===== config.mk =====
export PLATFORM = sky130hd
export DESIGN_NAME = atx_top
export DESIGN_NICKNAME = d
export VERILOG_FILES = /design/src/rtl/atx_pkg.sv /design/src/rtl/atx_holding.sv /design/src/rtl/atx_frame_build.sv /design/src/rtl/atx_shift.sv /design/src/rtl/atx_top.sv
export SDC_FILE = /design/constraint.sdc
export NUM_CORES = 1
export LEC_CHECK = 0
export BUFFER_PORTS_ARGS = -buffer_cell sky130_fd_sc_hd__buf_2
export CAP_MARGIN = 20
export CELL_PAD_IN_SITES_DETAIL_PLACEMENT = 1
export CELL_PAD_IN_SITES_GLOBAL_PLACEMENT = 1
export CORE_MARGIN = 2
export CORE_UTILIZATION = 40
export DETAILED_ROUTE_END_ITERATION = 10
export PLACE_DENSITY = 0.8
export SLEW_MARGIN = 20
export SYNTH_ARGS = -nofsm -noshare
export SYNTH_HDL_FRONTEND = slang
export SYNTH_SLANG_ARGS = --single-unit

===== constraint.sdc =====
create_clock -name clk -period 2.2 [get_ports clk]
set_input_delay 0.33 -clock clk [delete_from_list [all_inputs] [get_ports clk]]
set_output_delay 0.33 -clock clk [all_outputs]
set_load 0.03 [all_outputs]

===== src/rtl/atx_pkg.sv =====
package atx_pkg;

  typedef struct packed {
    logic       par_en;
    logic       par_odd;
    logic [1:0] len_code;
    logic [1:0] stop_code;
  } fmt_t;

  // Length of the high stop interval in clock cycles for a stop code
  function automatic int stop_cycles(int ovs, logic [1:0] code);
    case (code)
      2'd0:    return ovs;
      2'd1:    return ovs + ovs / 2;
      default: return 2 * ovs;
    endcase
  endfunction

endpackage


===== src/rtl/atx_holding.sv =====
module atx_holding #(
  parameter int DW = 8
) (
  input  logic          clk,
  input  logic          rst,
  input  logic          load,
  input  logic [DW-1:0] load_data,
  input  logic          take,
  output logic          full,
  output logic [DW-1:0] data
);

  always_ff @(posedge clk) begin
    if (rst) begin
      full <= 1'b0;
      data <= '0;
    end else if (load) begin
      // a load in the same cycle as a take keeps the buffer occupied
      full <= 1'b1;
      data <= load_data;
    end else if (take) begin
      full <= 1'b0;
    end
  end

endmodule


===== src/rtl/atx_frame_build.sv =====
module atx_frame_build
  import atx_pkg::*;
#(
  parameter int DW  = 8,
  parameter int OVS = 16,
  parameter int FW  = DW + 2,
  parameter int CW  = 8
) (
  input  logic [DW-1:0] data,
  input  fmt_t          fmt,
  output logic [FW-1:0] frame,
  output logic [CW-1:0] len
);

  localparam int MINW = DW - 3;

  int   nbits;
  logic pbit;

  always_comb begin
    nbits = MINW + int'(fmt.len_code);
    pbit  = fmt.par_odd;
    frame = '1;
    frame[0] = 1'b0;
    for (int i = 0; i < DW; i++) begin
      if (i < nbits) begin
        frame[i+1] = data[i];
        pbit       = pbit ^ data[i];
      end
    end
    for (int i = 1; i < FW; i++) begin
      if (fmt.par_en && (i == nbits + 1)) frame[i] = pbit;
    end
    len = CW'(OVS * (1 + nbits + int'(fmt.par_en)) + stop_cycles(OVS, fmt.stop_code));
  end

endmodule


===== src/rtl/atx_shift.sv =====
module atx_shift #(
  parameter int OVS = 16,
  parameter int FW  = 10,
  parameter int CW  = 8
) (
  input  logic          clk,
  input  logic          rst,
  input  logic          take,
  input  logic [FW-1:0] frame,
  input  logic [CW-1:0] len,
  output logic          free,
  output logic          busy,
  output logic          line
);

  localparam int TW = (OVS > 1) ? $clog2(OVS) : 1;

  logic [FW-1:0] sh;
  logic [CW-1:0] rem;
  logic [TW-1:0] tick;

  assign free = !busy || (rem == '0);
  assign line = sh[0];

  always_ff @(posedge clk) begin
    if (rst) begin
      sh   <= '1;
      busy <= 1'b0;
      rem  <= '0;
      tick <= '0;
    end else if (take) begin
      sh   <= frame;
      rem  <= len - CW'(1);
      tick <= '0;
      busy <= 1'b1;
    end else if (busy) begin
      if (rem == '0) begin
        busy <= 1'b0;
        sh   <= '1;
      end else begin
        rem <= rem - CW'(1);
        if (tick == TW'(OVS - 1)) begin
          tick <= '0;
          sh   <= {1'b1, sh[FW-1:1]};
        end else begin
          tick <= tick + TW'(1);
        end
      end
    end
  end

endmodule


===== src/rtl/atx_top.sv =====
module atx_top
  import atx_pkg::*;
#(
  parameter int DW  = 8,
  parameter int OVS = 16
) (
  input  logic          clk,
  input  logic          rst,
  input  logic          in_valid,
  input  logic [DW-1:0] in_data,
  output logic          in_ready,
  input  logic          par_en,
  input  logic          par_odd,
  input  logic [1:0]    data_len,
  input  logic [1:0]    stop_sel,
  output logic          txd,
  output logic          eoc
);

  localparam int FW   = DW + 2;
  localparam int MAXL = OVS * FW + 2 * OVS;
  localparam int CW   = $clog2(MAXL + 1);

  fmt_t          fmt;
  logic          buf_full, sh_free, sh_busy, take;
  logic [DW-1:0] buf_data;
  logic [FW-1:0] frame;
  logic [CW-1:0] len;

  assign fmt  = '{par_en: par_en, par_odd: par_odd, len_code: data_len, stop_code: stop_sel};
  assign take = buf_full && sh_free;

  atx_holding #(.DW(DW)) u_hold (
    .clk(clk), .rst(rst), .load(in_valid), .load_data(in_data),
    .take(take), .full(buf_full), .data(buf_data)
  );

  atx_frame_build #(.DW(DW), .OVS(OVS), .FW(FW), .CW(CW)) u_build (
    .data(buf_data), .fmt(fmt), .frame(frame), .len(len)
  );

  atx_shift #(.OVS(OVS), .FW(FW), .CW(CW)) u_shift (
    .clk(clk), .rst(rst), .take(take), .frame(frame), .len(len),
    .free(sh_free), .busy(sh_busy), .line(txd)
  );

  assign in_ready = !buf_full;
  assign eoc      = !sh_busy;

endmodule


; ---- After elaboration in Yosys (flattened, before gate mapping)
; Index checks and enable logic that the tools add are counted.
[totals]
reg_bits = 32
input_bits = 17
elab_cells = 103
[op_classes]
n_addsub = 7
magnitude_cmp = 8
n_eq_ne = 12
mux = 39
n_bitwise = 9
n_reduce_logical = 22
[ops]
columns = op, count
row1 = 4-bit by 32-bit == test with 1-bit output (first input constant), 4
row2 = 4-bit by 32-bit < comparator with 1-bit output (first input constant), 4
row3 = 3-bit by 32-bit == test with 1-bit output (first input constant), 2
row4 = 5-bit by 32-bit == test with 1-bit output (first input constant), 2
row5 = 3-bit by 32-bit < comparator with 1-bit output (first input constant), 2
row6 = 10-bit two-way mux, 4
row7 = 2-bit by 32-bit == test with 1-bit output (first input constant), 1
row8 = 1-bit by 32-bit < comparator with 1-bit output (first input constant), 1
row9 = 2-bit by 32-bit < comparator with 1-bit output (first input constant), 1
row10 = 1-bit two-way mux, 30
row11 = 8-bit two-way mux, 3
row12 = 8-bit by 1-bit subtractor with 8-bit output (second input constant), 2
row13 = 6-bit case mux with 2 select lines, 1
row14 = 1-bit logical AND, 10
row15 = 8-bit by 7-bit adder with 8-bit output, 1
row16 = 8-bit logical NOT, 1
row17 = 1-bit XOR, 8
row18 = 2-bit AND reduction, 3
row19 = 4-bit by 1-bit adder with 5-bit output (second input constant), 1
row20 = 3-bit by 2-bit adder with 4-bit output (first input constant), 1
row21 = 4-bit by 1-bit adder with 4-bit output (second input constant), 1
row22 = 4-bit by 2-bit adder with 4-bit output, 1
row23 = 4-bit == test (second input constant), 1
row24 = 4-bit two-way mux, 1
row25 = 9 further kinds, 11

; ---- Depth between registers and ports, before layout
; Gate-level depths: netlist (run 1).
[logic_depth]
word_depth = 19
depth_mapped = 12

; ---- Hierarchy
; From an unflattened synthesis (run 1), not the netlist that was laid out.
[unflattened]
hier_cells = 236
hier_area_um2 = 2004.4
[modules_own_cells]
columns = mod, instances, cells_per_inst, area_per_inst_um2
row1 = atx_shift, 1, 141, 1179.9
row2 = atx_frame_build, 1, 62, 489.2
row3 = atx_holding, 1, 30, 321.6
row4 = atx_top, 1, 3, 13.8

; ---- Worst setup path after synthesis (run 1)
; No wires, ideal clock.
[synth_path]
path_type = input to register
startpoint = input port data_len[0]
endpoint = register u_shift.rem[7]
setup_ns = 0.125
arrival_ns = 2.259
required_ns = 2.075
slack_ns = -0.184
cell_stages = 12
n_path_buf = 0
path_cell_list = inv_1 ha_1 xnor2_1 ha_1 inv_1 ha_1 inv_1 ha_1 a21o_1 a21oi_1 xnor2_1 o2bb2ai_1
[synth_via]
elab_chain_cells = 6
[synth_lines]
columns = item, line
row1 = "start, declared", atx_top.sv:14  ; input logic [1:0] data_len,
row2 = 3-bit by 2-bit adder with 4-bit output, atx_frame_build.sv:21  ; nbits = MINW + int'(fmt.len_code);
row3 = 4-bit by 1-bit adder with 5-bit output, -
row4 = 4-bit by 2-bit adder with 4-bit output, atx_frame_build.sv:34  ; len = CW'(OVS * (1 + nbits + int'(fmt.par_en)) + stop_cycles(OVS, fmt.stop_code));
row5 = 8-bit by 7-bit adder with 8-bit output, atx_frame_build.sv:34
row6 = 8-bit by 1-bit subtractor with 8-bit output, atx_shift.sv:33  ; rem <= len - CW'(1);
row7 = 8-bit two-way mux, atx_shift.sv:31  ; end else if (take) begin
row8 = "end signal, assigned", atx_shift.sv:33
row9 = "end signal, assigned", atx_shift.sv:41  ; rem <= rem - CW'(1);
row10 = "end, declared", atx_shift.sv:19  ; logic [CW-1:0] rem;
; No other way between the ends.
; A chain may end at the register's enable or synchronous reset.

; ---- Worst setup path after layout (run 1)
[layout_path]
startpoint = input port data_len[0]
endpoint = register u_shift.rem[5]
; Same word-level chain as after synthesis.

==> run metrics, run 1 <==
Root Buffer=clkbuf_8; logic gate share of total power=between 30% and 40%; number of synthesized flops with an enable pin=0; P_sw=around 660 µW; Setup Fix Bufs, Post-CTS=0; hold slack final=0.277 ns; final std cells w/o fill=362; Die ar.=~0.006 mm²; FF+latch count, synth=32; leak pwr=1.10 nW; slew margin rel.=57.8%; Layout Skew=approximately 0.006 ns; core area=around 0.0052 mm²; top cells by area, synth=dfxtp_1 (29%), ha_1 (11%), a21oi_1 (6.4%); # diodes=0; routability cong.=0.836; DRT iter0 DRCs=around 120; Yosys top cell by area=dfxtp_1; Die Y=77.7 µm; Final #Nets=329; DRC Markers=0; status=completed; ys async rst share=0%; P&R area growth vs syn=19.6%; Final setup viols=0; depth of the CTS H-tree=2; largest net degree at the start of global routing=34; dpl ws=-0.249 ns; Clock Latency Late Sink=0.29 ns; Die X=between 70 and 80 µm; final wirelength=5900 µm; router iterations before antenna repair=7; CTS Buffer Depth=2; Pint=between 1 and 1.5 mW; cell area after synthesis=~0.0022 mm²; final instance area=about 0.0026 mm²; maximum clock frequency=between 400 and 500 MHz; Crit Path Category=input port to register; I/O Pins=20; antenna violations before repair=0; Peak VDD IR=approximately 0.24 mV; Post-CTS Hold Fix Bufs=0; post-synth top area share=29.5%; Post-Syn Area per Cell=between 8 and 9 µm²; syn_nets=294; vias=about 2000; Initial Util=a little over two fifths; Most used DFF post-synth=dfxtp_1; final hold violation count=0; clock tree sinks=32; synth warn=0; Placed Area=between 0.002 and 0.0025 mm²; Crit Path Max Fanout=3; global-route wire length before repair=roughly 10000 µm; ANT nets after route=0; Max Cap Violations=0; DR WL/cell=about 16 µm; Site Rows=26; sequential share of the synthesized area=29.5%; Worst-Margin Slew=~0.63 ns; fin crit period=between 2 and 2.5 ns; CTS tree=done; input/output buffers=19; post-DR vias/cell=5.63; critical path required time=between 2 and 2.5 ns; Clk pwr share=a little under a quarter; multi-input combinational cell area=0.00147 mm²; Num CTS Buffers=5; Clk pin slew, worst setup/hold paths=about 0.070 ns; Synth cell types=58; Register Area=between 600 and 700 µm²; share of total power in sequential cells=38.3%; crit path DAT=2.33 ns; Total Power=approximately 1.8 mW; number of global-route vias before repair=approximately 2100; fin util=about half; total grt overflow=0; DPL Wire Length=~4500 µm; layout cell share with drive strength beyond 1=22.6%; Layout fillers=~630; hold crit path type=input port to register; CP Capture Type=register; fin worst setup slack=~0.088 ns; Mapped Cells=between 200 and 300; Final Cycle Share=between 90% and 100%; Power Dens Cells=706 mW/mm²; Post-Place Cells=355; RSZ-0062 raised after global routing=yes; Sw Ratio=a little over a third; CP Launch Type=input port; Setup TNS Final=0 ns; count of pins over their slew limit=0; GRT Total Usage=a little over a fifth
[critical path, stage by stage]
cell     delay [ns]
buf_2          0.12
inv_2          0.09
ha_4           0.21
xnor2_2        0.13
ha_1           0.30
inv_2          0.07
ha_4           0.21
fa_1           0.48
o31a_1         0.26
a21oi_1        0.13
[sequential cells by signal, indices dropped and copies added (netlist names)]
signal / cells
u_shift.sh: 10
u_hold.data: 8
u_shift.rem: 8
u_shift.tick: 4
u_hold.full: 1
u_shift.busy: 1
[cell usage after synthesis, types with 4 or more instances]
master and n:
a21oi_1 28, nand2_1 16, nor3_1 8, dfxtp_1 32, xor2_1 4, ha_1 19, nand3_1 4, a21o_1 6
clkbuf_1 10, xnor2_1 8, o21ai_0 11, inv_1 16, nor2_1 20, nand4_1 6, mux2i_1 8
[final timing paths]
check	endpoint	startpoint	depth (start not counted)	slack (ns)
hold / removal	u_hold.data[7]	in_data[7]	3	0.28
setup / recovery	u_shift.rem[5]	data_len[0]	10	0.09
hold reg to reg	u_shift.sh[0]	u_shift.sh[0]	1	0.48
setup reg to reg	u_shift.sh[4]	u_shift.rem[0]	7	0.13
[repair_timing]
action,CTS,global route
setup endpoints to repair,0,5
hold endpoints to repair,0,0
gates resized for setup,0,6
[power groups by stage]
stage          combinational (mW)  sequential [mW]  clock (mW)
4_1_cts                     0.683            0.703       0.447
5_1_grt                     0.781            0.713       0.471
2_1_floorplan               0.477            0.703           0
3_3_place_gp                0.648            0.711           0
6_report                    0.698            0.704       0.435
3_5_place_dp                0.677            0.715           0
[per-layer routing]
| layer | global-route usage [%] | part of all wire [%] |
|---|---|---|
| met5 | 0 | 0 |
| met4 | 7.50 | 1.5 |
| met3 | 3.49 | 2.8 |
| met2 | 37.2 | 50 |
| met1 | 27.4 | 46 |
[final cells by class]
cell class	instances	area share, %
clock buffers	6	2.79
clock inverters	1	0.192
inverters	17	2.45
multi-input cells	195	56.4
flip-flops and latches	32	24.6
well taps	70	3.37
repair buffers	41	10.1
[cells by family after synthesis]
family | after synthesis | synth area share, %
compound gates | 79 | 25.1
simple gates | 75 | 18.3
flops | 32 | 29.5
buf+inv | 30 | 5.75
fa+ha+maj | 20 | 11.9
xor+xnor | 13 | 5.87
mux | 8 | 3.68
[placed cells by master (no fill, tap or decap), drive strengths merged, types with 8 or more instances in the layout]
cell type	n
a21oi	29
buf	41
dfxtp	32
ha	19
inv	16
mux2i	8
nand2	16
nor2	21
nor3	9
o21ai	12
xnor2	8
Note: power is estimated with default switching activity, not from simulation.
==> inputs of run 2 (changes only) <==
--- a/config.mk
+++ b/config.mk
@@ -10,9 +10,9 @@
 export CELL_PAD_IN_SITES_DETAIL_PLACEMENT = 1
 export CELL_PAD_IN_SITES_GLOBAL_PLACEMENT = 1
 export CORE_MARGIN = 2
-export CORE_UTILIZATION = 40
+export CORE_UTILIZATION = 43
 export DETAILED_ROUTE_END_ITERATION = 10
-export PLACE_DENSITY = 0.8
+export PLACE_DENSITY = 0.82
 export SLEW_MARGIN = 20
 export SYNTH_ARGS = -nofsm -noshare
 export SYNTH_HDL_FRONTEND = slang
==> constraint.sdc (replaced) <==
create_clock -name clk -period 2.7 [get_ports clk]
set_input_delay 0.405 -clock clk [delete_from_list [all_inputs] [get_ports clk]]
set_output_delay 0.405 -clock clk [all_outputs]
set_load 0.03 [all_outputs]
==> run 2 against run 1 <==
  * Via count increased by 0.64%
  * Largest cell class unchanged
  * Total power down 15%
  * Highest routed layer unchanged
  * Flip-flop and latch count unchanged
  * Global-route usage grew 1.3 points
==> run metrics, run 2 (same netlist as run 1, synthesis figures left out) <==
Site Rows=25 (-3.8%); Peak VDD IR=0.226 mV (-7.0%); maximum clock frequency=~420 MHz; number of flip-flops under the largest register name=10 (unchanged); ANT nets after route=0 (unchanged); P&R area growth vs syn=14.5%; Final setup viols=0 (unchanged); hold crit path type=input port to register; CTS Buffer Depth=2 (unchanged); Max Cap Violations=0 (unchanged); layout cell share with drive strength beyond 1=16.6% (-6.0 points); CTS tree=done; number of global-route vias before repair=1980 (-5.9%); Reg-to-Reg Start=u_shift.rem[0]; input/output buffers=19 (unchanged); Final Cycle Share=between 80 and 90%; DRT iter0 DRCs=120 (-0.83%); most frequent cells in the layout=dfxtp_1 (32), a21oi_1 (28), nor2_1 (20), ha_1 (19), buf_2 (19); Initial Util=45.4% (+3.4 points); flop2flop setup slack=0.35 ns (+0.22 ns); Root Buffer=clkbuf_8; biggest regs=u_shift.sh (10), u_hold.data (8), u_shift.rem (8); depth of the CTS H-tree=2 (unchanged); status=completed; DR WL/cell=16.6 µm (+1.8%); Setup Fix Bufs, Post-CTS=0 (unchanged); largest net degree at the start of global routing=34 (unchanged); Final #Nets=319 (-3.0%); post-DR vias/cell=5.86 (+4.1%); GRT Total Usage=23.0% (+1.3 points); crit path DAT=2.52 ns (+0.19 ns); Num CTS Buffers=5 (unchanged); commonest non-fill, non-tap cell in the layout=dfxtp_1; Total Power=1.55 mW (-15%); RSZ-0062 raised after global routing=no; CP Launch Type=input port; # diodes=0 (unchanged); final hold violation count=0 (unchanged); Die ar.=0.00564 mm² (-6.6%); CP Capture Type=register; vias=2052 (+0.64%); Die Y=75.1 µm (-3.4%); fin worst setup slack=0.328 ns (+0.240 ns); Layout Skew=0.00680 ns (+0.000841 ns); antenna violations before repair=0 (unchanged); leak pwr=1.05 nW (-4.1%); routability cong.=0.840 (+0.50%); count of pins over their slew limit=0 (unchanged); fin util=52.0% (+1.7 points); Clock Latency Late Sink=0.29 ns (about the same); clock tree sinks=32 (unchanged); Crit Path Max Fanout=3 (unchanged); slew margin rel.=54.0% (-3.8 points); core area=0.00479 mm² (-7.5%); CP startpoint=data_len[1]; DPL Wire Length=4190 µm (-6.9%); Worst-Margin Slew=0.690 ns (+0.0570 ns); final wirelength=5810 µm (-1.5%); HP Start=in_data[0]; fin crit period=2.37 ns; Power Dens Cells=624 mW/mm² (-12%); critical path required time=2.85 ns (+0.44 ns); router iterations before antenna repair=4 (-3); Clk pin slew, worst setup/hold paths=0.07 ns (about the same); CTS resizes=0 (unchanged); I/O Pins=20 (unchanged); Setup TNS Final=0 ns (unchanged); Post-CTS Hold Fix Bufs=0 (unchanged); Crit Path Category=input port to register; Top reg by flops=u_shift.sh; dpl ws=-0.00360 ns (+0.246 ns); DRC Markers=0 (unchanged); total grt overflow=0 (unchanged); global-route wire length before repair=9830 µm (-5.4%); Die X=75.1 µm (-3.4%)
## run 2: per-layer routing
layer | vias up | track usage, % | wire length [µm]
met3 | 9 | 3.61 | 199
li1 | 988 | - | -
met5 | - | 0 | 0
met4 | 0 | 8.33 | 91
met1 | 1017 | 31.3 | 2750
met2 | 38 | 36.8 | 2770
## run 2: cell type report
class	instances	area, µm²
clock inverters	2	35.0
well taps	67	83.8
clock buffers	6	72.6
multi-input cells	195	1410
flip-flops and latches	32	641
inverters	17	63.8
fillers	599	2300
repair buffers	31	185
## run 2: report_power, final
| part | total [mW] | internal [mW] | switching (mW) |
|---|---|---|---|
| registers | 0.572 | 0.523 | 0.0487 |
| clock network | 0.461 | 0.274 | 0.187 |
| logic | 0.522 | 0.225 | 0.297 |
| total | 1.55 | 1.02 | 0.533 |
## run 2: final timing paths
kind	to	cells after the start
worst max-delay path	u_shift.rem[7]	13
worst min-delay path	u_hold.data[0]	3
worst max register to register	u_shift.sh[7]	7
worst min register to register	u_shift.sh[0]	1
## run 2: stage by stage
step / std cells / hold slack [ns] / cell area [µm²]
after floorplan: 257 / 0.454 / 2170
after global placement: 342 / 0.443 / 2380
after detailed placement: 342 / 0.450 / 2380
after CTS: 350 / 0.348 / 2490
after global routing: 350 / 0.352 / 2490
final: 350 / 0.350 / 2490
## run 2: worst max-delay path, cell delays in order
cell	delay, ns
buf_2	0.10
inv_1	0.09
ha_1	0.24
xnor2_1	0.15
ha_1	0.28
inv_1	0.04
ha_1	0.32
inv_1	0.06
ha_1	0.28
a21o_1	0.17
a21oi_1	0.17
xnor2_1	0.08
o2bb2ai_1	0.13
==> inputs of run 3 (changes only) <==
--- a/config.mk
+++ b/config.mk
@@ -9,6 +9,7 @@
 export CAP_MARGIN = 20
 export CELL_PAD_IN_SITES_DETAIL_PLACEMENT = 1
 export CELL_PAD_IN_SITES_GLOBAL_PLACEMENT = 1
+export CORE_ASPECT_RATIO = 1.4
 export CORE_MARGIN = 2
 export CORE_UTILIZATION = 43
 export DETAILED_ROUTE_END_ITERATION = 10
==> run 3 against run 2 <==
  * Sequential power rose by 1%
  * Clock-buffer cell count up 2
  * Fmax is 1.7% lower
  * Via count fell by 2.4%
  * Wire length is 1.3% lower
  * Total power decreased by 4.2%
  * Clock power decreased by 16%
  * Die area up 0.14%
  * First-iteration DRC count shrank 63%
  * Sequential share of layout area is 0.065 points higher
  * Register-to-register slack improved by 0.15 ns
  * Cell area down 0.25%
  * Largest power group unchanged
==> run metrics, run 3 (same netlist as run 1, synthesis figures left out) <==
clock tree sinks=32 (unchanged); Clock Latency Late Sink=0.29 ns (about the same); fin crit period=2.41 ns (+0.0414 ns); Placed Area=0.00239 mm² (+0.47%); Root Buffer=clkbuf_8; DR WL/cell=16.4 µm (-0.97%); final wirelength=5740 µm (-1.3%); CTS Buffer Depth=2 (unchanged); Power Dens Cells=599 mW/mm² (-4.0%); routability cong.=0.872 (+3.8%); Crit Path Category=input port to register; DPL Wire Length=4420 µm (+5.4%); leak pwr=1.05 nW (about the same); total grt overflow=0 (unchanged); I/O Pins=20 (unchanged); Layout Skew=0.00529 ns (-0.00151 ns); critical path required time=2.90 ns (+0.05 ns); Die Y=88.1 µm (+17%); post-DR vias/cell=5.74 (-2.2%); number of flip-flops under the largest register name=10 (unchanged); P&R area growth vs syn=14.2%; core area=0.00488 mm² (+2.0%); slew margin rel.=58.8% (+4.8 points); biggest regs=u_shift.sh (10), u_hold.data (8), u_shift.rem (8); Crit Path Max Fanout=3 (unchanged); Die ar.=0.00565 mm² (+0.14%); largest net degree at the start of global routing=34 (unchanged); Initial Util=44.6% (-0.87 points); final instance area=0.00248 mm² (-0.25%); layout cell share with drive strength beyond 1=16.8% (+0.23 points); Site Rows=30 (+20%); Die X=64.1 µm (-15%); depth of the CTS H-tree=2 (unchanged); antenna violations before repair=0 (unchanged); commonest non-fill, non-tap cell in the layout=dfxtp_1; vias=2002 (-2.4%); Clk pin slew, worst setup/hold paths=0.07 ns (about the same); Final setup viols=0 (unchanged); Setup Fix Bufs, Post-CTS=0 (unchanged); CP Capture Type=register; Final #Nets=321 (+0.63%); global-route wire length before repair=9630 µm (-2.0%); maximum clock frequency=414 MHz (-1.7%); Num CTS Buffers=5 (unchanged); CP Launch Type=input port; Total Power=1.49 mW (-4.2%); Peak VDD IR=0.333 mV (+48%); DRC Markers=0 (unchanged); crit path DAT=2.62 ns (+0.10 ns); dpl ws=-0.0204 ns (-0.0168 ns); Top reg by flops=u_shift.sh; count of pins over their slew limit=0 (unchanged); number of global-route vias before repair=2121 (+7.1%); final hold violation count=0 (unchanged); CTS tree=done; router iterations before antenna repair=4 (unchanged); Max Cap Violations=0 (unchanged); # diodes=0 (unchanged); Layout fillers=619 (+3.3%); ANT nets after route=0 (unchanged); RSZ-0062 raised after global routing=no; fin worst setup slack=0.287 ns (-0.0414 ns); hold slack final=0.346 ns (-0.00417 ns); status=completed; DRT iter0 DRCs=44 (-63%); input/output buffers=19 (unchanged); GRT Total Usage=21.9% (-1.1 points); hold crit path type=input port to register; CTS resizes=0 (unchanged); Worst-Margin Slew=0.618 ns (-0.0724 ns); most frequent cells in the layout=dfxtp_1 (32), a21oi_1 (28), nor2_1 (20), ha_1 (19), buf_2 (19); Final Cycle Share=89.4% (+1.5 points); Post-CTS Hold Fix Bufs=0 (unchanged)
run 3: worst paths after layout:
check / depth (start not counted) / startpoint / slack (ns) / endpoint
min reg2reg: 2 / u_shift.tick[3] / 0.49 / u_shift.tick[3]
max reg2reg: 8 / u_shift.rem[0] / 0.50 / u_shift.rem[2]
max: 13 / data_len[1] / 0.29 / u_shift.rem[7]
min: 3 / in_data[1] / 0.35 / u_hold.data[1]
run 3: report_power, final:
part,switching (mW),internal [mW],leakage [nW],total [mW]
Clock,0.181,0.208,0.0455,0.389
Sequential,0.0545,0.523,0.264,0.578
Combinational,0.291,0.230,0.742,0.522
run 3: routing by layer:
metal	share of wire, %	routed length, µm	vias to the layer above	track usage [%]
met5	0	0	-	0
met4	2.2	126	0	9.28
met1	41	2330	980	22.8
li1	-	-	985	-
met2	55	3160	27	43.2
met3	2.1	118	10	2.96
run 3: final cells by class:
| class | count | area, µm² | share of cell area [%] |
|---|---|---|---|
| Multi-Input combinational cell | 195 | 1410 | 56.7 |
| Sequential cell | 32 | 641 | 25.8 |
| Timing Repair Buffer | 33 | 200 | 8.06 |
| Clock buffer | 8 | 90.1 | 3.63 |
| Tap cell | 64 | 80.1 | 3.22 |
| Inverter | 17 | 63.8 | 2.57 |
run 3: stage by stage:
stage	utilization [%]	TNS, ns	cells
final	50.9	0	349
after global routing	50.9	0	349
after CTS	50.9	0	349
after detailed placement	49.1	-0.0204	341
after global placement	49.1	0	341
after floorplan	-	0	257
run 3: critical path: stages:
cell and delay, ns:
buf_2 0.10, inv_1 0.09, ha_1 0.24, xnor2_1 0.15
ha_1 0.28, inv_1 0.04, ha_1 0.31, inv_1 0.06
ha_1 0.28, a21o_1 0.17, a21oi_1 0.17, xnor2_1 0.16
o2bb2ai_1 0.16
